===== src/rtl/tap_pkg.sv =====
`timescale 1ns/1ps
package tap_pkg;
  localparam int IR_W  = 5;
  localparam int ID_W  = 32;
  localparam int VER_W = 4;
  localparam int PART_W = 16;
  localparam int MFR_W  = 11;

  localparam logic [IR_W-1:0] OP_EXTEST = 5'b00000;
  localparam logic [IR_W-1:0] OP_IDCODE = 5'b00001;
  localparam logic [IR_W-1:0] OP_SAMPLE = 5'b00010;
  localparam logic [IR_W-1:0] OP_BYPASS = 5'b11111;
  localparam logic [IR_W-1:0] IR_CAPTURE = 5'b00001;

  typedef enum logic [3:0] {
    stReset, stIdle,
    stSelDr, stCapDr, stShiftDr, stExit1Dr, stPauseDr, stExit2Dr, stUpdDr,
    stSelIr, stCapIr, stShiftIr, stExit1Ir, stPauseIr, stExit2Ir, stUpdIr
  } tapStateT;

  typedef struct packed {
    logic resetTap;
    logic captureIr;
    logic shiftIr;
    logic updateIr;
    logic captureDr;
    logic shiftDr;
    logic updateDr;
  } tapCtlT;

  typedef struct packed {
    logic selBypass;
    logic selId;
    logic selBoundary;
    logic extest;
  } drSelT;
endpackage


===== src/rtl/tap_ctrl.sv =====
`timescale 1ns/1ps
module tap_ctrl
  import tap_pkg::*;
(
  input  logic     tck,
  input  logic     trstN,
  input  logic     tms,
  output tapStateT state,
  output tapCtlT   ctl
);
  tapStateT nxt;

  always_comb begin
    case (state)
      stReset:   nxt = tms ? stReset   : stIdle;
      stIdle:    nxt = tms ? stSelDr   : stIdle;
      stSelDr:   nxt = tms ? stSelIr   : stCapDr;
      stCapDr:   nxt = tms ? stExit1Dr : stShiftDr;
      stShiftDr: nxt = tms ? stExit1Dr : stShiftDr;
      stExit1Dr: nxt = tms ? stUpdDr   : stPauseDr;
      stPauseDr: nxt = tms ? stExit2Dr : stPauseDr;
      stExit2Dr: nxt = tms ? stUpdDr   : stShiftDr;
      stUpdDr:   nxt = tms ? stSelDr   : stIdle;
      stSelIr:   nxt = tms ? stReset   : stCapIr;
      stCapIr:   nxt = tms ? stExit1Ir : stShiftIr;
      stShiftIr: nxt = tms ? stExit1Ir : stShiftIr;
      stExit1Ir: nxt = tms ? stUpdIr   : stPauseIr;
      stPauseIr: nxt = tms ? stExit2Ir : stPauseIr;
      stExit2Ir: nxt = tms ? stUpdIr   : stShiftIr;
      stUpdIr:   nxt = tms ? stSelDr   : stIdle;
      default:   nxt = stReset;
    endcase
  end

  always_ff @(posedge tck or negedge trstN) begin
    if (!trstN) state <= stReset;
    else        state <= nxt;
  end

  always_comb begin
    ctl           = '0;
    ctl.resetTap  = (state == stReset);
    ctl.captureIr = (state == stCapIr);
    ctl.shiftIr   = (state == stShiftIr);
    ctl.updateIr  = (state == stUpdIr);
    ctl.captureDr = (state == stCapDr);
    ctl.shiftDr   = (state == stShiftDr);
    ctl.updateDr  = (state == stUpdDr);
  end

  // checker support: run length of tms-high edges, saturating at 5
  logic [2:0] onesCnt;
  always_ff @(posedge tck or negedge trstN) begin
    if (!trstN)            onesCnt <= '0;
    else if (!tms)         onesCnt <= '0;
    else if (onesCnt != 3'd5) onesCnt <= onesCnt + 3'd1;
  end

  a_r2_five_ones_reset: assert property (@(posedge tck) disable iff (!trstN)
    (onesCnt == 3'd5) |-> (state == stReset));

  a_r2_reset_holds: assert property (@(posedge tck) disable iff (!trstN)
    (state == stReset && tms) |=> (state == stReset));

  a_r2_reset_leaves_idle: assert property (@(posedge tck) disable iff (!trstN)
    (state == stReset && !tms) |=> (state == stIdle));
endmodule


===== src/rtl/tap_decode.sv =====
`timescale 1ns/1ps
module tap_decode
  import tap_pkg::*;
(
  input  logic [IR_W-1:0] irActive,
  output drSelT           sel
);
  always_comb begin
    sel = '0;
    case (irActive)
      OP_IDCODE: sel.selId = 1'b1;
      OP_EXTEST: begin
        sel.selBoundary = 1'b1;
        sel.extest      = 1'b1;
      end
      OP_SAMPLE: sel.selBoundary = 1'b1;
      default:   sel.selBypass = 1'b1;
    endcase
  end

  always_comb begin
    a_r4_one_path: assert ($onehot({sel.selBypass, sel.selId, sel.selBoundary}));
  end
endmodule


===== src/rtl/tap_datapath.sv =====
`timescale 1ns/1ps
module tap_datapath
  import tap_pkg::*;
#(
  parameter logic [PART_W-1:0] PART_NUM = 16'h6462,
  parameter logic [MFR_W-1:0]  MFR_ID   = 11'h020
) (
  input  logic             tck,
  input  logic             trstN,
  input  logic             tdi,
  input  logic [VER_W-1:0] version,
  input  logic             chainSo,
  input  tapCtlT           ctl,
  input  drSelT            sel,
  output logic [IR_W-1:0]  irActive,
  output logic             tdo,
  output logic             tdoEn,
  output logic             chainSi,
  output logic             chainCapture,
  output logic             chainShift,
  output logic             chainUpdate,
  output logic             chainMode
);
  logic [IR_W-1:0] irShift;
  logic            bypassBit;
  logic [ID_W-1:0] idShift;
  logic [ID_W-1:0] idWord;
  logic            drOut;
  logic            nextTdo;

  assign idWord = {version, PART_NUM, MFR_ID, 1'b1};

  // instruction shift stage
  always_ff @(posedge tck or negedge trstN) begin
    if (!trstN)             irShift <= IR_CAPTURE;
    else if (ctl.captureIr) irShift <= IR_CAPTURE;
    else if (ctl.shiftIr)   irShift <= {tdi, irShift[IR_W-1:1]};
  end

  // active instruction changes on the falling edge only
  always_ff @(negedge tck or negedge trstN) begin
    if (!trstN)            irActive <= OP_IDCODE;
    else if (ctl.resetTap) irActive <= OP_IDCODE;
    else if (ctl.updateIr) irActive <= irShift;
  end

  always_ff @(posedge tck or negedge trstN) begin
    if (!trstN) bypassBit <= 1'b0;
    else if (sel.selBypass) begin
      if (ctl.captureDr)    bypassBit <= 1'b0;
      else if (ctl.shiftDr) bypassBit <= tdi;
    end
  end

  always_ff @(posedge tck or negedge trstN) begin
    if (!trstN) idShift <= '0;
    else if (sel.selId) begin
      if (ctl.captureDr)    idShift <= idWord;
      else if (ctl.shiftDr) idShift <= {tdi, idShift[ID_W-1:1]};
    end
  end

  always_comb begin
    if (sel.selBoundary) drOut = chainSo;
    else if (sel.selId)  drOut = idShift[0];
    else                 drOut = bypassBit;
    nextTdo = ctl.shiftIr ? irShift[0] : drOut;
  end

  always_ff @(negedge tck or negedge trstN) begin
    if (!trstN) begin
      tdo   <= 1'b0;
      tdoEn <= 1'b0;
    end else begin
      tdoEn <= ctl.shiftIr | ctl.shiftDr;
      tdo   <= (ctl.shiftIr | ctl.shiftDr) ? nextTdo : 1'b0;
    end
  end

  assign chainSi      = tdi;
  assign chainCapture = ctl.captureDr & sel.selBoundary;
  assign chainShift   = ctl.shiftDr   & sel.selBoundary;
  assign chainUpdate  = ctl.updateDr  & sel.selBoundary;
  assign chainMode    = sel.extest;

  a_r3_capture_ir: assert property (@(posedge tck) disable iff (!trstN)
    ctl.captureIr |=> (irShift == IR_CAPTURE));

  a_r6_bypass_zero: assert property (@(posedge tck) disable iff (!trstN)
    (ctl.captureDr && sel.selBypass) |=> (bypassBit == 1'b0));

  a_r5_id_low_bits: assert property (@(posedge tck) disable iff (!trstN)
    (ctl.captureDr && sel.selId) |=> (idShift[0] && idShift[MFR_W:1] == MFR_ID));

  a_r10_enable_in_shift: assert property (@(posedge tck) disable iff (!trstN)
    tdoEn == (ctl.shiftIr || ctl.shiftDr));

  a_r11_instr_change_window: assert property (@(posedge tck) disable iff (!trstN)
    !$stable(irActive) |-> (ctl.updateIr || ctl.resetTap));

  a_r9_mode_on_boundary: assert property (@(posedge tck) disable iff (!trstN)
    chainMode |-> (irActive == OP_EXTEST));
endmodule


===== src/rtl/tap_port.sv =====
`timescale 1ns/1ps
module tap_port
  import tap_pkg::*;
#(
  parameter logic [PART_W-1:0] PART_NUM = 16'h6462,
  parameter logic [MFR_W-1:0]  MFR_ID   = 11'h020
) (
  input  logic             tck,
  input  logic             trstN,
  input  logic             tms,
  input  logic             tdi,
  input  logic [VER_W-1:0] version,
  input  logic             chainSo,
  output logic             tdo,
  output logic             tdoEn,
  output logic             chainSi,
  output logic             chainCapture,
  output logic             chainShift,
  output logic             chainUpdate,
  output logic             chainMode
);
  tapStateT        state;
  tapCtlT          ctl;
  drSelT           sel;
  logic [IR_W-1:0] irActive;

  tap_ctrl u_ctrl (
    .tck   (tck),
    .trstN (trstN),
    .tms   (tms),
    .state (state),
    .ctl   (ctl)
  );

  tap_decode u_decode (
    .irActive (irActive),
    .sel      (sel)
  );

  tap_datapath #(
    .PART_NUM (PART_NUM),
    .MFR_ID   (MFR_ID)
  ) u_data (
    .tck          (tck),
    .trstN        (trstN),
    .tdi          (tdi),
    .version      (version),
    .chainSo      (chainSo),
    .ctl          (ctl),
    .sel          (sel),
    .irActive     (irActive),
    .tdo          (tdo),
    .tdoEn        (tdoEn),
    .chainSi      (chainSi),
    .chainCapture (chainCapture),
    .chainShift   (chainShift),
    .chainUpdate  (chainUpdate),
    .chainMode    (chainMode)
  );

  a_r7_strobes_exclusive: assert property (@(posedge tck) disable iff (!trstN)
    !(chainCapture && chainShift) && !(chainShift && chainUpdate));

  a_r8_update_after_exit: assert property (@(posedge tck) disable iff (!trstN)
    chainUpdate |-> (state == stUpdDr));
endmodule


===== config.mk =====
export PLATFORM = sky130hd
export DESIGN_NAME = tap_port
export DESIGN_NICKNAME = d
export VERILOG_FILES = /design/src/rtl/tap_pkg.sv /design/src/rtl/tap_ctrl.sv /design/src/rtl/tap_decode.sv /design/src/rtl/tap_datapath.sv /design/src/rtl/tap_port.sv
export SDC_FILE = /design/constraint.sdc
export NUM_CORES = 1
export LEC_CHECK = 0
export BUFFER_PORTS_ARGS = -buffer_cell sky130_fd_sc_hd__buf_2
export CAP_MARGIN = 20
export CORE_ASPECT_RATIO = 1.25
export CORE_MARGIN = 8
export CORE_UTILIZATION = 31
export CTS_CLUSTER_DIAMETER = 200
export DETAILED_ROUTE_END_ITERATION = 16
export PLACE_DENSITY_LB_ADDON = 0.08
export SLEW_MARGIN = 25
export SYNTH_ARGS = -nofsm -noshare
export SYNTH_HDL_FRONTEND = slang
export SYNTH_HIERARCHICAL = 1
export SYNTH_SLANG_ARGS = --single-unit

===== constraint.sdc =====
create_clock -name tck -period 2.9 [get_ports tck]
set_clock_uncertainty 0.1 [all_clocks]
set_input_delay 0.435 -clock tck [delete_from_list [all_inputs] [get_ports tck]]
set_output_delay 0.435 -clock tck [all_outputs]
set_load 0.005 [all_outputs]

==> results.ini, run 1 <==
[run_status]
status = finished with violations
failed_checks = negative setup slack

[layout]
final_area_um2 = 3330
final_core_util_pct = 45.1
instances_no_fill = 378
drive_gt1_share_pct = 48.3
num_antenna_cells = 0
multi_input_area_um2 = 1280
nFillCells = 720
register_area_um2 = 1230
flow.area_growth_from_synthesis_pct = 41.3
fin_nets = 294

[clock_tree]
clkTransAtPathRegs_ps = 90
hold_buffers = 0
ctsLongestPathBuffers = 2
root_buffer = clkbuf_8
insertion_delay_ps = 350
cts_made_buffers = 5
htreeDepth = 2
cts_tree = yes
cts_sinks = 49

[worst_hold_path]
min_path_type = in -> async

[power]
p_per_area_nw_per_um2 = 1060
clkPwrFrac_pct = 13.8
p_switching_mw = 1.33
p_seq_share_pct = 31.3
swShare_pct = 37.5
p_leak_nw = 1.46
power_frac_comb_pct = 54.8
ir_worst_vdd_mv = 0.413
p_int_mw = 2.22

[synth]
ys_seq_area_share_pct = 52.1
ys_warn_count = 6
yosysUniqueCellTypes = 39
ys.flop_type = dfrtp_1
synthMostInstantiatedCell = dfrtp_1
ys_ff_latch = 49
avgSynthCellArea_um2 = 9.67
synth_nets = 253
synth_edf_count = 0
yosysTopAreaCellShare_pct = 43.5
syn_area_um2 = 2360
async_reset_ff_share_pct = 100
synthTopCellsByCount = dfrtp_1 (41), nand2_1 (37), o21ai_0 (27), nand2b_1 (22), nor2_1 (19)
synth_cells = 244
yosys-top-cells-area = dfrtp_1 (43%), dfrtn_1 (6.4%), nand2_1 (5.9%)
yosysTopAreaCell = dfrtp_1

[grt]
grt-ovfl-total = 0
antenna_found_initial = 0
grt_max_degree = 34
grt_pass1_vias = 1856
grt_pass1_wl_um = 9130
track_usage_pct = 10.6

[timing]
rsz0062_at_grt = yes
layout_setup_ws_ps = -565
hold_violations = 0
final.setup.tns_ps = -17700
max_slew_margin_pct = 70.3
slew_viol_final = 0
max_slew.worst_pin.slew_ps = 445
setup-violations-final = 37

[route]
drc = 0
firstDrtPassIters = 4
detail_route.wl_per_cell_um = 14.9
via_per_inst = 4.81
drt.antenna.violating_nets = 0
wl_um = 5640
via_count = 1820
drtIter0Drc = 49

[floorplanning]
die_w_um = 94.0
initial_core_util_pct = 31.9
rows = 35
io_pins = 16
die_y_um = 114
die_area_um2 = 10700
coreArea_um2 = 7400

[place]
dp.cells = 349
dp_worst_setup_slack_ps = -261
place.gp.congestion = 0.695
place_area_um2 = 2610
place_hpwl_um = 3210
portBuffers = 15

[setup_path]
critPathRequiredTime_ps = 2370
cp.arrival_ps = 2930
worst-setup-path-type = reg -> out
crit_fanout = 3
max_stage_delay_ps = 420
crit_chain = or3_4, buf_4, nor3_2, buf_2
start_kind = flip-flop
end_kind = output port
critPathSlowestCell = or3_4

[job]
drv_cap = 0

worst max-delay path: cells and delay by family (launching register included):
| kind | cells | cell delay [ps] |
|---|---|---|
| DFF | 1 | 360 |
| and+or+nand+nor | 2 | 530 |
| buffers and inverters | 2 | 290 |
sequential cells by signal, summed over array words and instances (netlist names):
name and cells:
u_ctrl/state 4, u_data/bypassBit 1, u_data/idShift 32, u_data/irActive 5, u_data/irShift 5, u_data/tdo 1
u_data/tdoEn 1
layout by cell type (no fill, tap or decap), types with 2 or more instances in the layout:
cell type,instances
a211o_1,2
a21oi_1,4
and2_4,3
buf_12,4
buf_16,3
buf_2,12
buf_4,20
buf_6,10
buf_8,3
clkbuf_16,2
clkbuf_8,5
dfrtn_1,6
dfrtp_1,38
dfrtp_2,3
dfstp_2,2
inv_1,2
mux2i_1,13
nand2_1,6
nand2_2,18
nand2_4,13
nand2b_1,22
nor2_1,18
nor2b_1,8
nor3_1,2
nor3_2,2
nor4b_2,2
o211ai_1,2
o21ai_1,15
o21ai_2,21
what timing repair did:
action                     CTS  global route
resized for setup           16            91
cloned                       7             2
pin swaps                    2            22
setup endpoints to repair   37            42
buffers inserted             7            15
final timing paths:
kind | from | endpoint | slack [ps] | depth (start not counted)
max | u_data/irActive[4] | chainMode | -560 | 4
min | trstN | u_data/idShift[28] | 160 | 2
max reg2reg | u_data/irActive[4] | u_data/idShift[20] | -500 | 8
min reg2reg | u_data/idShift[30] | u_data/idShift[30] | 380 | 2
max in group asynchronous | trstN | u_data/irActive[0] | 1130 | 1
min in group tck | version[1] | u_data/idShift[29] | 320 | 3
layer usage:
layer | share of wire, % | up-vias | track usage [%]
met4 | 0.62 | 0 | 3.50
met2 | 52 | 14 | 17.6
met1 | 45 | 906 | 13.1
met3 | 2.5 | 2 | 2.30
met5 | 0 | - | 0
li1 | - | 898 | -
layout make-up:
class	count	share of cell area, %
Clock buffer	5	2.06
Sequential cell	49	37.0
Timing Repair Buffer	54	17.4
Clock inverter	4	1.35
Multi-Input combinational cell	172	38.5
Inverter	2	0.225
Tap cell	92	3.45
per-stage QoR:
| step | total power, mW | hold WS (ps) |
|---|---|---|
| 2_1_floorplan | 1.93 | 39.4 |
| 6_report | 3.55 | 162 |
| 5_1_grt | 3.79 | 192 |
| 3_3_place_gp | 2.17 | 363 |
| 3_5_place_dp | 2.16 | 378 |
| 4_1_cts | 3.27 | 185 |
logic make-up (layout without fill, tap and decap cells):
kind of cell / after synthesis / in the layout / synth area share, %
compound gates: 53 / 53 / 13.5
buf+inv: 23 / 65 / 5.57
mux: 14 / 14 / 5.99
flops: 49 / 49 / 52.1
simple gates: 105 / 105 / 22.9
power by group through the flow:
| stage | Clock [mW] | Combinational [mW] | Sequential [mW] |
|---|---|---|---|
| 2_1_floorplan | 0.00431 | 0.910 | 1.02 |
| 3_5_place_dp | 0.00431 | 1.09 | 1.06 |
| 5_1_grt | 0.538 | 2.11 | 1.15 |
| 4_1_cts | 0.509 | 1.70 | 1.05 |
| 6_report | 0.490 | 1.95 | 1.11 |
| 3_3_place_gp | 0.00431 | 1.10 | 1.07 |
(Power assumes the default switching activity.)
==> run 2, diff against run 1 <==
clock period = 3.48 ns   (was 2.9 ns; I/O delays follow)
==> run 2 against run 1 <==
  * The run still ends with negative setup slack left
  * Combinational power decreased by 34%
  * Wire length fell by 2.9%
  * Hold slack gained 210 ps
  * Critical endpoint is now chainCapture
  * Largest power group unchanged
==> results.ini, run 2 (synthesis results as in run 1) <==
[floorplanning]
die_area_um2 = 10700
die_w_um = 94.0
rows = 35
die_y_um = 114
initial_core_util_pct = 31.9
coreArea_um2 = 7400
io_pins = 16

[route]
firstDrtPassIters = 4
via_count = 1777
drt.antenna.violating_nets = 0
drc = 0
drtIter0Drc = 34
detail_route.wl_per_cell_um = 14.9
wl_um = 5480
via_per_inst = 4.82

[timing]
max_slew.worst_pin.slew_ps = 441
final.setup.tns_ps = -7950
slew_viol_final = 0
hold_violations = 0
rsz0062_at_grt = yes
layout_setup_ws_ps = -282
max_slew_margin_pct = 70.4
setup-violations-final = 36

[layout]
final_area_um2 = 2920
top_regs = u_data/idShift x32, u_data/irActive x5, u_data/irShift x5
num_antenna_cells = 0
mostFrequentLayoutCell = dfrtp_1
final_cell_mix = dfrtp_1 (41), nand2_1 (37), o21ai_1 (26)
flow.area_growth_from_synthesis_pct = 23.9
fin_nets = 285
largest_register_ffs = 32
top_register = u_data/idShift
drive_gt1_share_pct = 24.5
final_core_util_pct = 39.5

[grt]
grt_pass1_wl_um = 9360
grt-ovfl-total = 0
track_usage_pct = 11.2
antenna_found_initial = 0
grt_max_degree = 33
grt_pass1_vias = 1818

[setup_path]
critPathRequiredTime_ps = 2860
start_kind = flip-flop
critPathSlowestCell = or3_4
reg2reg_depth = 8
crit_chain = or3_4, nor2_4, and2_1, buf_2
rr_startpoint = u_data/irActive[3]
crit_fanout = 4
worst-setup-path-type = reg -> out
ff2ff_setup_slack_ps = -240
end_kind = output port
rr_endpoint = u_data/idShift[4]
max_stage_delay_ps = 420
cp.arrival_ps = 3140

[power]
p_per_area_nw_per_um2 = 852
p_leak_nw = 1.29
ir_worst_vdd_mv = 0.410
power_mw = 2.49

[worst_hold_path]
holdCritStartpoint = u_data/irActive[4]
hold_depth = 2
min_to = u_data/irActive[4]
min_path_type = reg -> reg

[clock_tree]
insertion_delay_ps = 350
cts_sinks = 49
cts_made_buffers = 5
cts_tree = yes
ctsLongestPathBuffers = 2
htreeDepth = 2
root_buffer = clkbuf_8
clkTransAtPathRegs_ps = 60

[run_status]
status = finished with violations
failed_checks = negative setup slack

[place]
dp_worst_setup_slack_ps = -77.6
place_hpwl_um = 3120
place.gp.congestion = 0.713
portBuffers = 15
place_area_um2 = 2560

[job]
drv_cap = 0

==> run 2: changes by cell type in the layout (fill, tap and decap cells not counted), moves of 7 or more <==
cell | before | now
buf_6 | 10 | 3
nand2_1 | 6 | 37
nand2_2 | 18 | 0
nand2_4 | 13 | 0
o21ai_0 | 1 | 8
o21ai_1 | 15 | 26
o21ai_2 | 21 | 3
==> run 2: final cells by class <==
| type | count | area, um2 |
|---|---|---|
| flip-flops and latches | 49 | 1230 |
| inverters | 2 | 7.51 |
| fillers | 752 | 4480 |
| repair buffers | 45 | 452 |
| multi-input cells | 172 | 1040 |
| clock inverters | 1 | 3.75 |
| clock buffers | 8 | 80.1 |
| well taps | 92 | 115 |
==> run 2: routing by layer <==
layer	global-route usage, %	part of all wire (%)	vias to the layer above
met5	0	0	-
met4	5.41	2.5	0
met3	2.76	2.9	10
met2	18.0	49	21
met1	13.5	46	872
li1	-	-	874
==> run 2: worst max-delay path by stage <==
| stage | start | to |
|---|---|---|
| finish | u_data/irActive[3] | chainCapture |
| global route | u_data/irActive[3] | chainCapture |
| CTS | u_data/irActive[3] | chainCapture |
| detailed placement | u_data/irActive[4] | chainCapture |
| global placement | u_data/irActive[4] | chainCapture |
| floorplan | u_data/irActive[4] | chainShift |
==> run 2: power breakdown <==
group          total, mW  switching (mW)  internal [mW]
registers          0.872           0.116          0.756
clock network      0.329           0.184          0.145
logic               1.29           0.613          0.675
total               2.49           0.914           1.58
==> run 2: through the flow <==
| step | std cells | hold WS (ps) |
|---|---|---|
| 4_1_cts | 365 | 382 |
| 3_5_place_dp | 345 | 294 |
| 3_3_place_gp | 345 | 295 |
| 2_1_floorplan | 244 | 126 |
| 6_report | 369 | 375 |
| 5_1_grt | 369 | 396 |
==> run 2: repair_timing <==
item                                   in CTS  in global routing
endpoints found under the hold margin       2                  0
hold buffers                                1                  0
cloned                                      5                  0
setup endpoints to repair                  36                 36
resized for setup                          23                 10
pin swaps                                   2                  0
buffers inserted                            6                  4
==> run 2: worst max-delay path: cells and delay by family (launching register included) <==
family | cells | cell delay (ps)
buf+inv | 1 | 110
flops | 1 | 350
simple gates | 3 | 660
